[config.mk]
export PLATFORM = sky130hd
export DESIGN_NAME = rtc_irq_sqw
export DESIGN_NICKNAME = d
export VERILOG_FILES = /design/src/rtl/rtc_irq_pkg.sv /design/src/rtl/rtc_rate_div.sv /design/src/rtl/rtc_alarm_match.sv /design/src/rtl/rtc_irq_sqw.sv
export SDC_FILE = /design/constraint.sdc
export NUM_CORES = 1
export LEC_CHECK = 0
export BUFFER_PORTS_ARGS = -buffer_cell sky130_fd_sc_hd__buf_4
export CAP_MARGIN = 20
export CORE_MARGIN = 10
export CORE_UTILIZATION = 54
export CTS_CLUSTER_SIZE = 8
export DETAILED_ROUTE_END_ITERATION = 7
export PLACE_DENSITY_LB_ADDON = 0.12
export SLEW_MARGIN = 20
export SYNTH_ARGS = -nofsm -noshare
export SYNTH_HDL_FRONTEND = slang
export SYNTH_SLANG_ARGS = --single-unit
[constraint.sdc]
create_clock -name clk -period 7.05 [get_ports clk]
set_input_delay 1.41 -clock clk [delete_from_list [all_inputs] [get_ports clk]]
set_output_delay 1.41 -clock clk [all_outputs]
set_load 0.03 [all_outputs]
[src/rtl/rtc_irq_pkg.sv]
package rtc_irq_pkg;
    typedef enum logic {IRQ_IDLE, IRQ_ACTIVE} irq_state_t;
    localparam int FLAG_UF = 0;
    localparam int FLAG_AF = 1;
    localparam int FLAG_PF = 2;
    localparam int NUM_SRC = 3;
endpackage

[src/rtl/rtc_rate_div.sv]
module rtc_rate_div #(
    parameter int RATE_W    = 4,
    parameter int ALIAS_ONE = 7,
    parameter int ALIAS_TWO = 8
) (
    input  logic              clk,
    input  logic              rst_n,
    input  logic              tick,
    input  logic [RATE_W-1:0] rate_sel,
    input  logic              sqw_en,
    output logic              per_pulse,
    output logic              sqw
);
    localparam int MAX_EXP = (1 << RATE_W) - 2;

    logic [MAX_EXP-1:0] cnt_q;
    logic [MAX_EXP-1:0] mask;
    logic               rate_on;
    logic               tap_bit;
    int unsigned        exp_i;

    always_ff @(posedge clk or negedge rst_n) begin
        if (!rst_n)    cnt_q <= '0;
        else if (tick) cnt_q <= cnt_q + 1'b1;
    end

    // Map the rate code onto a power-of-two exponent in ticks.
    always_comb begin
        rate_on = 1'b1;
        unique case (rate_sel)
            '0:                      begin exp_i = 0; rate_on = 1'b0; end
            RATE_W'(1):              exp_i = ALIAS_ONE;
            RATE_W'(2):              exp_i = ALIAS_TWO;
            default:                 exp_i = int'(rate_sel) - 1;
        endcase
    end

    always_comb begin
        tap_bit = 1'b0;
        for (int i = 0; i < MAX_EXP; i++) begin
            mask[i] = (i < exp_i);
            if (i + 1 == exp_i) tap_bit = cnt_q[i];
        end
    end

    assign per_pulse = tick && rate_on && ((cnt_q & mask) == mask);
    assign sqw       = sqw_en && rate_on && tap_bit;
endmodule

[src/rtl/rtc_alarm_match.sv]
module rtc_alarm_match #(
    parameter int FIELD_W    = 8,
    parameter int NUM_FIELDS = 3
) (
    input  logic [FIELD_W*NUM_FIELDS-1:0] cur_time,
    input  logic [FIELD_W*NUM_FIELDS-1:0] alarm_time,
    output logic                          match
);
    logic [NUM_FIELDS-1:0] hit;

    for (genvar f = 0; f < NUM_FIELDS; f++) begin : g_field
        logic [FIELD_W-1:0] cur_f;
        logic [FIELD_W-1:0] alm_f;
        logic               any_val;
        assign cur_f   = cur_time[f*FIELD_W +: FIELD_W];
        assign alm_f   = alarm_time[f*FIELD_W +: FIELD_W];
        assign any_val = &alm_f[FIELD_W-1 -: 2];
        assign hit[f]  = any_val || (alm_f == cur_f);
    end

    assign match = &hit;
endmodule

[src/rtl/rtc_irq_sqw.sv]
module rtc_irq_sqw
    import rtc_irq_pkg::*;
#(
    parameter int RATE_W     = 4,
    parameter int FIELD_W    = 8,
    parameter int NUM_FIELDS = 3,
    localparam int TIME_W    = FIELD_W * NUM_FIELDS
) (
    input  logic              clk,
    input  logic              rst_n,
    input  logic              tick_32k,
    input  logic [RATE_W-1:0] rate_sel,
    input  logic              sqw_en,
    input  logic [NUM_SRC-1:0] irq_en,
    input  logic              update_done,
    input  logic [TIME_W-1:0] cur_time,
    input  logic [TIME_W-1:0] alarm_time,
    input  logic              flag_rd,
    output logic [NUM_SRC:0]  flag_rdata,
    output logic              irq_n,
    output logic              sqw
);
    irq_state_t         state_q, state_n;
    logic [NUM_SRC-1:0] flag_q, flag_n, event_v;
    logic               per_pulse;
    logic               alarm_hit;
    logic               pending;

    rtc_rate_div #(.RATE_W(RATE_W)) u_div (
        .clk       (clk),
        .rst_n     (rst_n),
        .tick      (tick_32k),
        .rate_sel  (rate_sel),
        .sqw_en    (sqw_en),
        .per_pulse (per_pulse),
        .sqw       (sqw)
    );

    rtc_alarm_match #(.FIELD_W(FIELD_W), .NUM_FIELDS(NUM_FIELDS)) u_alarm (
        .cur_time   (cur_time),
        .alarm_time (alarm_time),
        .match      (alarm_hit)
    );

    always_comb begin
        event_v          = '0;
        event_v[FLAG_PF] = per_pulse;
        event_v[FLAG_AF] = update_done && alarm_hit;
        event_v[FLAG_UF] = update_done;
        flag_n           = (flag_rd ? '0 : flag_q) | event_v;
        pending          = |(flag_n & irq_en);
    end

    always_ff @(posedge clk or negedge rst_n) begin
        if (!rst_n) flag_q <= '0;
        else        flag_q <= flag_n;
    end

    // State register
    always_ff @(posedge clk or negedge rst_n) begin
        if (!rst_n) state_q <= IRQ_IDLE;
        else        state_q <= state_n;
    end

    // Transitions
    always_comb begin
        state_n = state_q;
        unique case (state_q)
            IRQ_IDLE:   if (pending)  state_n = IRQ_ACTIVE;
            IRQ_ACTIVE: if (!pending) state_n = IRQ_IDLE;
            default:    state_n = IRQ_IDLE;
        endcase
    end

    // Outputs
    always_comb begin
        irq_n      = (state_q != IRQ_ACTIVE);
        flag_rdata = {state_q == IRQ_ACTIVE, flag_q};
    end
endmodule

---- After elaboration in Yosys (flattened, before gate mapping) ----
Cells that the tools add are included.
storage, ports and cells
  bits in registers ....................... 18
  bits of input ports ..................... 61
  output and inout bits ................... 6
  word-level logic and storage cells ...... 75
operators by class
  $add $sub $neg .......................... 2
  order comparisons ....................... 14
  equality and inequality tests ........... 20
  multiplexer cells ....................... 18
  bitwise logic cells ..................... 4
  reduce and logical (&&, ||, !) cells .... 14
operator list
  kind                   count
  $eq 4x32->1 const A    7
  $lt 4x32->1 const A    6
  $eq 3x32->1 const A    4
  $lt 3x32->1 const A    4
  $pmux 32 s3            1
  $eq 2x32->1 const A    2
  $lt 1x32->1 const A    2
  $lt 2x32->1 const A    2
  $eq 1x32->1 const A    1
  $eq 8x8->1             3
  $mux 1                 16
  $add 14x1->14 const B  1
  $and 14x14->14         1
  $eq 14x14->1           1
  $reduce_and 2->1       3
  $logic_and 1x1->1      5
  $sub 4x1->5 const B    1
  $eq 4x1->1 const B     1
  $eq 4x2->1 const B     1
  $logic_not 4->1        1
  $and 3x3->3            1
  $logic_or 1x1->1       3
  $mux 3                 1
  $or 3x3->3             1
  3 further kinds        3

---- Longest topological paths before layout ----
Gate-level depths: netlist (run 1).
  word-level depth ........................ 18
  depth in mapped cells ................... 11
  depth with buffers taken out ............ 9

---- By module ----
A second synthesis (run 1) with hierarchy kept.
unflattened totals
  cell total of the unflattened synthesis .. 198
  area total of the unflattened synthesis .. 1719.1 sq um
by module, submodules not included
  module           instances  cells each  area each (sq um)  sequential area each (sq um)
  rtc_rate_div     1          150         1276.2             350.3
  rtc_alarm_match  1          34          280.3              0.0
  rtc_irq_sqw      1          14          162.7              100.1

---- Worst setup path before layout (run 1) ----
No wires, ideal clock.
  kind .................................... input -> output
  start ................................... input port rate_sel[0]
  end ..................................... output port sqw
  arrival ................................. 3.730 ns
  required time ........................... 5.640 ns
  path slack .............................. 1.910 ns
  stages on the path ...................... 10
  path buffers ............................ 1
  cells stage by stage .................... inv_1 ha_1 buf_6 or3_4 a211oi_2 nor2_1 mux2i_1 a2111oi_2 a211oi_1 o41ai_2
on the way
  longest elaborated chain between the ends .. 18
  elaborated cells on any way between the ends .. 36
  those cells by class .................... add/sub: 1; eq/ne: 16; mux: 16; reduce/logical: 3
ends and longest elaborated chain
  item                                       line                RTL
  from (decl)                                rtc_irq_sqw.sv:12   input logic [RATE_W-1:0] rate_sel,
  $sub 4x1->5, or another cell as far along  rtc_rate_div.sv:34  default: exp_i = int'(rate_sel) - 1;
  $pmux 32 s3                                rtc_rate_div.sv:30  unique case (rate_sel)
  $eq 1x32->1                                rtc_rate_div.sv:42  if (i + 1 == exp_i) tap_bit = cnt_q[i];
  $mux 1 (14 in a row)                       rtc_rate_div.sv:42
  $logic_and 1x1->1 (*)                      rtc_rate_div.sv:47  assign sqw = sqw_en && rate_on && tap_bit;
  to (decl)                                  rtc_irq_sqw.sv:21   output logic sqw
Every way passes the cells marked *; elsewhere a longest branch is shown, timed or not.

---- Worst setup path after layout (run 1) ----
Ends and elaborated chain as after synthesis.

==> reports/qor.csv, run 1 <==
stage;metric;value;unit
worst_setup_path;slowest stage cell, crit path;o311ai_0;
logic_synthesis;EDFF count, synth;0;
logic_synthesis;gate count of the mapped netlist;208;
worst_setup_path;CP Buf/Inv Count;4;
worst_setup_path;RR Endpoint;u_div.cnt_q[11]$_DFFE_PN0P_;
worst_setup_path;top cell family by delay on the critical path;compound AO/OA/AOI/OAI gates;
worst_hold_path;Hold EP;u_div.cnt_q[7]$_DFFE_PN0P_;
layout;fillers;268;
sta;final hold violation count;0;
grt;vias in the first global route;1926;
clock_network;sinks on the clock net;18;
worst_setup_path;crit path kind;input port to output port;
worst_setup_path;CP Data Arrival Time;3.99;ns
floorplanning;Initial Util;0.5742;
sta;Period minus WS final;5.398;ns
worst_setup_path;reg2reg setup slack;5.48;ns
detailed_routing;DR iter-0 viols;110;
logic_synthesis;Synth Area per Inst;8.566;sq um
placed_design;DP Cell Count;311;
sta;Period Utilization, post-route;0.7657;
logic_synthesis;Synth warnings;0;
grt;initial antenna violation count;0;
logic_synthesis;Post-synth top flop;dfrtp_1;
job;max-cap check violation count;0;
sta;relative slew slack;0.5252;
worst_hold_path;Hold Path Cell Cnt;1;
layout;ANT cells;0;
floorplanning;Core Box Area;0.003103;sq mm
clock_network;postcts setup bufs;0;
grt;GRT overflow;0;
sta;Setup TNS;0;ns
logic_synthesis;sequential area share after synthesis;0.2528;
worst_setup_path;Max FO, Critical Path;10;
sta;Slew @ Worst Pin;0.7033;ns
detailed_routing;vias post-DR;1880;
clock_network;H-tree depth;1;
floorplanning;I/O Pins;67;
worst_hold_path;worst hold path class;flop to flop;
worst_setup_path;Crit Reg-Reg Startpoint;u_div.cnt_q[2]$_DFFE_PN0P_;
worst_setup_path;worst path cell trace;buf_4, inv_1, ha_1, nor2b_1, o311ai_0, inv_1, o211a_1, a2111oi_0, o211ai_1, o41ai_2, buf_4;
detailed_routing;drt total wl;5286;microns
clock_network;Max Root-Sink Buffers;2;
clock_network;CTS-repair resized insts;0;
layout;Area Growth Syn to Fin;29.85;%
logic_synthesis;post-synthesis cell area;0.001782;sq mm
grt;global-route wire length before repair;8832;microns
logic_synthesis;synth top area cells;dfrtp_1, xnor2_1, ha_1;
layout;final net count;339;
worst_setup_path;CP Launch Type;input port;
power;Power Total;383.2;uW
sta;RSZ-0062 raised after global routing;no;
sta;Pins Over Slew Limit;0;
logic_synthesis;Synth cell types;56;
logic_synthesis;FF+latch count, synth;18;
layout;Final Instance Area;0.002313;sq mm
detailed_routing;Via density;5.968;
status;status;completed;
clock_network;Inserted Clock Buffers;3;
layout;multi-input logic area;0.001239;sq mm
worst_setup_path;cells on worst reg2reg path;5;
sta;Setup Skew;0.01167;ns
floorplanning;Horiz. Die Dim;77.44;microns
detailed_routing;WL/cell;16.78;microns
power;PD cells;165.6;mW/mm^2
placed_design;Placement Cell Area;0.002277;sq mm
grt;GR Util All Layers;0.1710;
detailed_routing;drt drc;0;
power;Max VDD drop;0.1205;mV
detailed_routing;Routed Antenna Nets;0;
placed_design;I/O Buffers;66;
layout;Layout Cells excl Fill;315;
placed_design;hpwl dp;4479;microns
clock_network;Worst-Skew Late Latency;0.29;ns
sta;WHS;0.5132;ns
detailed_routing;drt first pass iters;7;
sta;Max Fclk;185.2;MHz
clock_network;Reg clk slew, reported paths;0.10;ns
logic_synthesis;Mapped Nets;275;
floorplanning;Die Y;77.44;microns
power;Lkg Pwr;0.001024;uW
worst_hold_path;HP Start;u_div.cnt_q[7]$_DFFE_PN0P_;
worst_setup_path;worst endpoint required time;5.64;ns
layout;FF/Latch Area;450.4;sq um
placed_design;Final Wtd Congestion;0.9445;
grt;largest net degree at the start of global routing;19;
clock_network;CTS tree;yes;
logic_synthesis;Synth top area share;0.2528;
floorplanning;row count;20;
worst_setup_path;nature of the critical path endpoint;output port;
clock_network;CTS Hold Buffers Added;0;
logic_synthesis;FFs w/ async S/R, synth;1.000;
sta;final number of setup-violating endpoints;0;
clock_network;clk root buf;clkbuf_4;
worst_setup_path;Critical Path Max Stage Delay;0.64;ns
layout;share of cells above drive strength 1;0.3137;
floorplanning;Total Die Area;0.005997;sq mm
logic_synthesis;post-synth top area cell;dfrtp_1;
## placed cells by master (no fill, tap or decap), drive strengths merged, types with 2 or more instances in the layout
cell | netlist | layout
buf | 7 | 66
xnor2 | 34 | 34
dfrtp | 18 | 18
nand2 | 15 | 15
nor2 | 14 | 14
nand3 | 11 | 11
inv | 10 | 10
o21ai | 10 | 10
nand4 | 9 | 9
a21oi | 8 | 8
and3 | 6 | 6
ha | 6 | 6
a211oi | 5 | 5
xor2 | 4 | 4
clkbuf | 0 | 4
o211ai | 3 | 3
a31oi | 3 | 3
nor3 | 3 | 3
a21o | 2 | 2
o2bb2ai | 2 | 2
or2b | 2 | 2
nand3b | 2 | 2
o211a | 2 | 2
a31o | 2 | 2
nor4 | 2 | 2
nor2b | 2 | 2
o2111ai | 2 | 2
or3 | 2 | 2
a2111oi | 2 | 2
## cell families (layout without fill, tap and decap cells)
kind of cell / Yosys count / after routing / share of synthesized area
compound gates: 53 / 53 / 0.2233
xor+xnor: 38 / 38 / 0.1868
fa+ha+maj: 6 / 6 / 0.04213
buf+inv: 17 / 80 / 0.05196
flops: 18 / 18 / 0.2528
mux: 2 / 2 / 0.01194
simple gates: 74 / 74 / 0.2310
## metal layers
layer	part of all wire	GRT usage	vias to the layer above
met4	0.017	0.03650	0
li1	-	-	893
met5	0	0	-
met3	0.085	0.04147	17
met2	0.50	0.3102	104
met1	0.40	0.1976	866
## area by class of cell
cell class / instances / area share
clock buffer: 4 / 0.01568
timing repair buffer: 66 / 0.2142
sequential: 18 / 0.1947
multi-input combinational: 173 / 0.5354
inverter: 10 / 0.01622
tap: 44 / 0.02380
## cell usage after synthesis (3+ instances only)
| master | instances |
|---|---|
| xnor2_1 | 34 |
| dfrtp_1 | 18 |
| nand2_1 | 15 |
| nor2_1 | 13 |
| nand3_1 | 11 |
| inv_1 | 9 |
| nand4_1 | 9 |
| o21ai_0 | 9 |
| a21oi_1 | 8 |
| and3_1 | 6 |
| ha_1 | 6 |
| a211oi_1 | 4 |
| xor2_1 | 4 |
| a31oi_1 | 3 |
| buf_4 | 3 |
| nor3_1 | 3 |
| o211ai_1 | 3 |
## where the power goes
part           leakage (uW)  internal, uW  switching [uW]
registers          0.000235           124            35.7
clock network     0.0000210          31.4            31.8
logic              0.000768          81.3            78.6
## worst register-to-register path: cells and delay by family, from the launching register on
kind | cells | cell delay, ns
xor gates and xnor gates | 1 | 0.14
and+or+nand+nor | 4 | 0.81
DFF | 1 | 0.49
## metrics by stage
stage,util,worst slack [ns]
3_3_place_gp,0.7339,1.804
6_report,0.7456,1.652
4_1_cts,0.7456,1.683
5_1_grt,0.7456,1.246
3_5_place_dp,0.7339,1.711
2_1_floorplan,-,1.910
## state kept, by name, indices dropped and copies added (netlist names)
register     count
flag_q           3
state_q          1
u_div.cnt_q     14
## how the worst max path moves through the flow
stage / depth (start not counted) / endpoint / startpoint / slack, ns
2_1_floorplan: 10 / sqw / rate_sel[0] / 1.91
3_3_place_gp: 11 / sqw / rate_sel[0] / 1.80
3_5_place_dp: 11 / sqw / rate_sel[0] / 1.71
4_1_cts: 11 / sqw / rate_sel[0] / 1.68
5_1_grt: 11 / sqw / rate_sel[0] / 1.25
6_report: 11 / sqw / rate_sel[0] / 1.65
(Power assumes the default switching activity.)
==> run 2, diff against run 1 <==
- CORE_UTILIZATION: 54 -> 50
- clock period: 7.05 -> 5.6 ns (I/O delays scaled with it)
==> run 2 against run 1 <==
- worst setup slack worse by 0.93 ns
- worst hold slack hardly changed
- routed wire length is 2.7% lower
- critical path depth stayed put
- sequential power is 26% higher
- highest routed layer unchanged
- cell count is 0.63% higher
- register-to-register slack worse by 1.5 ns
- critical path type unchanged
- global-route usage is 0.82 points lower
- clock skew is 0.0038 ns lower
- core utilization is 6.2 points lower
==> reports/qor.csv, run 2 (synthesis results as in run 1) <==
stage;metric;value;unit
status;status;completed;
clock_network;postcts setup bufs;0;
layout;commonest non-fill, non-tap cells in the layout;buf_4, xnor2_1, dfrtp_1, nand2_1, nor2_1;
worst_setup_path;worst path cell trace;buf_4, inv_1, ha_1, nor2b_1, o311ai_0, inv_1, o211a_1, a2111oi_0, o211ai_1, o41ai_2, buf_4;
sta;Pins Over Slew Limit;0;
layout;Top Registers;u_div.cnt_q (14), flag_q (3), state_q (1);
power;Lkg Pwr;0.001024;uW
worst_setup_path;number of cells on the critical path;11;
sta;Slew @ Worst Pin;0.7668;ns
sta;final number of setup-violating endpoints;0;
grt;GR Util met2;0.2735;
placed_design;I/O Buffers;66;
placed_design;dpl ws;0.7946;ns
clock_network;Inserted Clock Buffers;3;
sta;final hold violation count;0;
layout;post-layout util;0.6833;
clock_network;clk root buf;clkbuf_4;
layout;final net count;339;
layout;share of cells above drive strength 1;0.3137;
detailed_routing;Routed Antenna Nets;0;
placed_design;hpwl dp;4255;microns
floorplanning;Core Box Area;0.003390;sq mm
worst_setup_path;CP Data Arrival Time;3.76;ns
sta;relative slew slack;0.4823;
sta;final setup margin;0.7167;ns
grt;vias in the first global route;1752;
floorplanning;Die Y;79.70;microns
sta;RSZ-0062 raised after global routing;no;
detailed_routing;drt first pass iters;4;
grt;largest net degree at the start of global routing;19;
grt;met1 usage;0.2101;
grt;initial antenna violation count;0;
sta;Period Utilization, post-route;0.8720;
placed_design;Final Wtd Congestion;0.9902;
job;max-cap check violation count;0;
detailed_routing;drt total wl;5141;microns
clock_network;Worst-Skew Late Latency;0.29;ns
detailed_routing;drt drc;0;
clock_network;Reg clk slew, reported paths;0.09;ns
floorplanning;row count;21;
grt;GRT overflow;0;
layout;Area Growth Syn to Fin;29.99;%
worst_setup_path;Crit Reg-Reg Startpoint;u_div.cnt_q[2]$_DFFE_PN0P_;
worst_setup_path;nature of the critical path endpoint;output port;
worst_setup_path;CP Launch Point;rate_sel[0];
grt;GR peak layer;met2;
clock_network;CTS tree;yes;
detailed_routing;vias post-DR;1796;
clock_network;CTS-repair resized insts;0;
layout;Largest register FFs;14;
sta;Period minus WS final;4.883;ns
sta;Max Fclk;204.8;MHz
worst_setup_path;cells on worst reg2reg path;5;
layout;most common cell after layout, fill and taps aside;buf_4;
clock_network;H-tree depth;1;
worst_setup_path;top cell family by delay on the critical path;compound AO/OA/AOI/OAI gates;
worst_setup_path;Max FO, Critical Path;10;
floorplanning;Horiz. Die Dim;79.70;microns
worst_setup_path;worst endpoint required time;4.48;ns
layout;Reg with most FFs;u_div.cnt_q;
clock_network;Max Root-Sink Buffers;2;
grt;GR Util All Layers;0.1627;
clock_network;CTS Hold Buffers Added;0;
worst_setup_path;RR Endpoint;u_div.cnt_q[13]$_DFFE_PN0P_;
layout;ANT cells;0;
floorplanning;Total Die Area;0.006351;sq mm
detailed_routing;Via density;5.666;
worst_hold_path;worst hold path class;flop to flop;
worst_setup_path;CP Buf/Inv Count;4;
grt;met3 Usage GRT;0.02703;
detailed_routing;DR iter-0 viols;81;
worst_setup_path;slowest stage cell, crit path;o311ai_0;
floorplanning;I/O Pins;67;
sta;Setup Skew;0.007871;ns
worst_setup_path;crit path kind;input port to output port;
worst_setup_path;reg2reg setup slack;4.03;ns
floorplanning;Initial Util;0.5257;
grt;global-route wire length before repair;8535;microns
power;Max VDD drop;0.2336;mV
detailed_routing;WL/cell;16.22;microns
sta;Setup TNS;0;ns
worst_setup_path;CP Launch Type;input port;
worst_setup_path;Critical Path Max Stage Delay;0.69;ns
clock_network;sinks on the clock net;18;
worst_setup_path;worst setup path end;sqw;
power;PD cells;207.2;mW/mm^2
-- run 2: per-layer routing --
| layer | share of wire | vias up |
|---|---|---|
| met2 | 0.49 | 65 |
| met3 | 0.056 | 8 |
| met5 | 0 | - |
| li1 | - | 895 |
| met1 | 0.44 | 828 |
| met4 | 0.011 | 0 |
-- run 2: worst min path at each step --
stage,start,to,slack [ns],cells past startpoint
after floorplan,u_div.cnt_q[7]$_DFFE_PN0P_,u_div.cnt_q[7]$_DFFE_PN0P_,0.46,1
after global placement,u_div.cnt_q[7]$_DFFE_PN0P_,u_div.cnt_q[7]$_DFFE_PN0P_,0.49,1
after detailed placement,u_div.cnt_q[7]$_DFFE_PN0P_,u_div.cnt_q[7]$_DFFE_PN0P_,0.48,1
after CTS,flag_q[0]$_DFF_PN0_,flag_q[0]$_DFF_PN0_,0.52,1
after global routing,flag_q[1]$_DFF_PN0_,flag_q[1]$_DFF_PN0_,0.55,1
final,u_div.cnt_q[11]$_DFFE_PN0P_,u_div.cnt_q[11]$_DFFE_PN0P_,0.51,1
-- run 2: per-stage QoR --
step                      instances  hold WS (ns)  total power (uW)  cell area [sq um]
final                           317        0.5135             479.8               2316
after global routing            317        0.5470             516.0               2316
after CTS                       317        0.5172             479.9               2316
after detailed placement        313        0.4824             399.4               2280
after global placement          313        0.4902             397.9               2280
after floorplan                 208        0.4595             325.9               1782
-- run 2: cell type report --
| cell class | instances | area [sq um] |
|---|---|---|
| Multi-Input combinational cell | 173 | 1239 |
| Fill cell | 295 | 1074 |
| Timing Repair Buffer | 66 | 495.5 |
| Sequential cell | 18 | 450.4 |
| Tap cell | 46 | 57.56 |
| Inverter | 10 | 37.54 |
| Clock buffer | 4 | 36.28 |
-- run 2: worst register-to-register path: cells and delay by family (launching register included) --
kind             cells  cell delay (ns)
flip-flops           1             0.50
AND/OR/NAND/NOR      4             0.82
XOR/XNOR             1             0.14
-- run 2: power by group --
group	total, uW	leakage [uW]	switching (uW)	internal, uW
clock network	77.9	0.0000210	38.3	39.6
registers	202	0.000235	45.8	157
logic	199	0.000768	96.6	103
total	480	0.00102	181	299
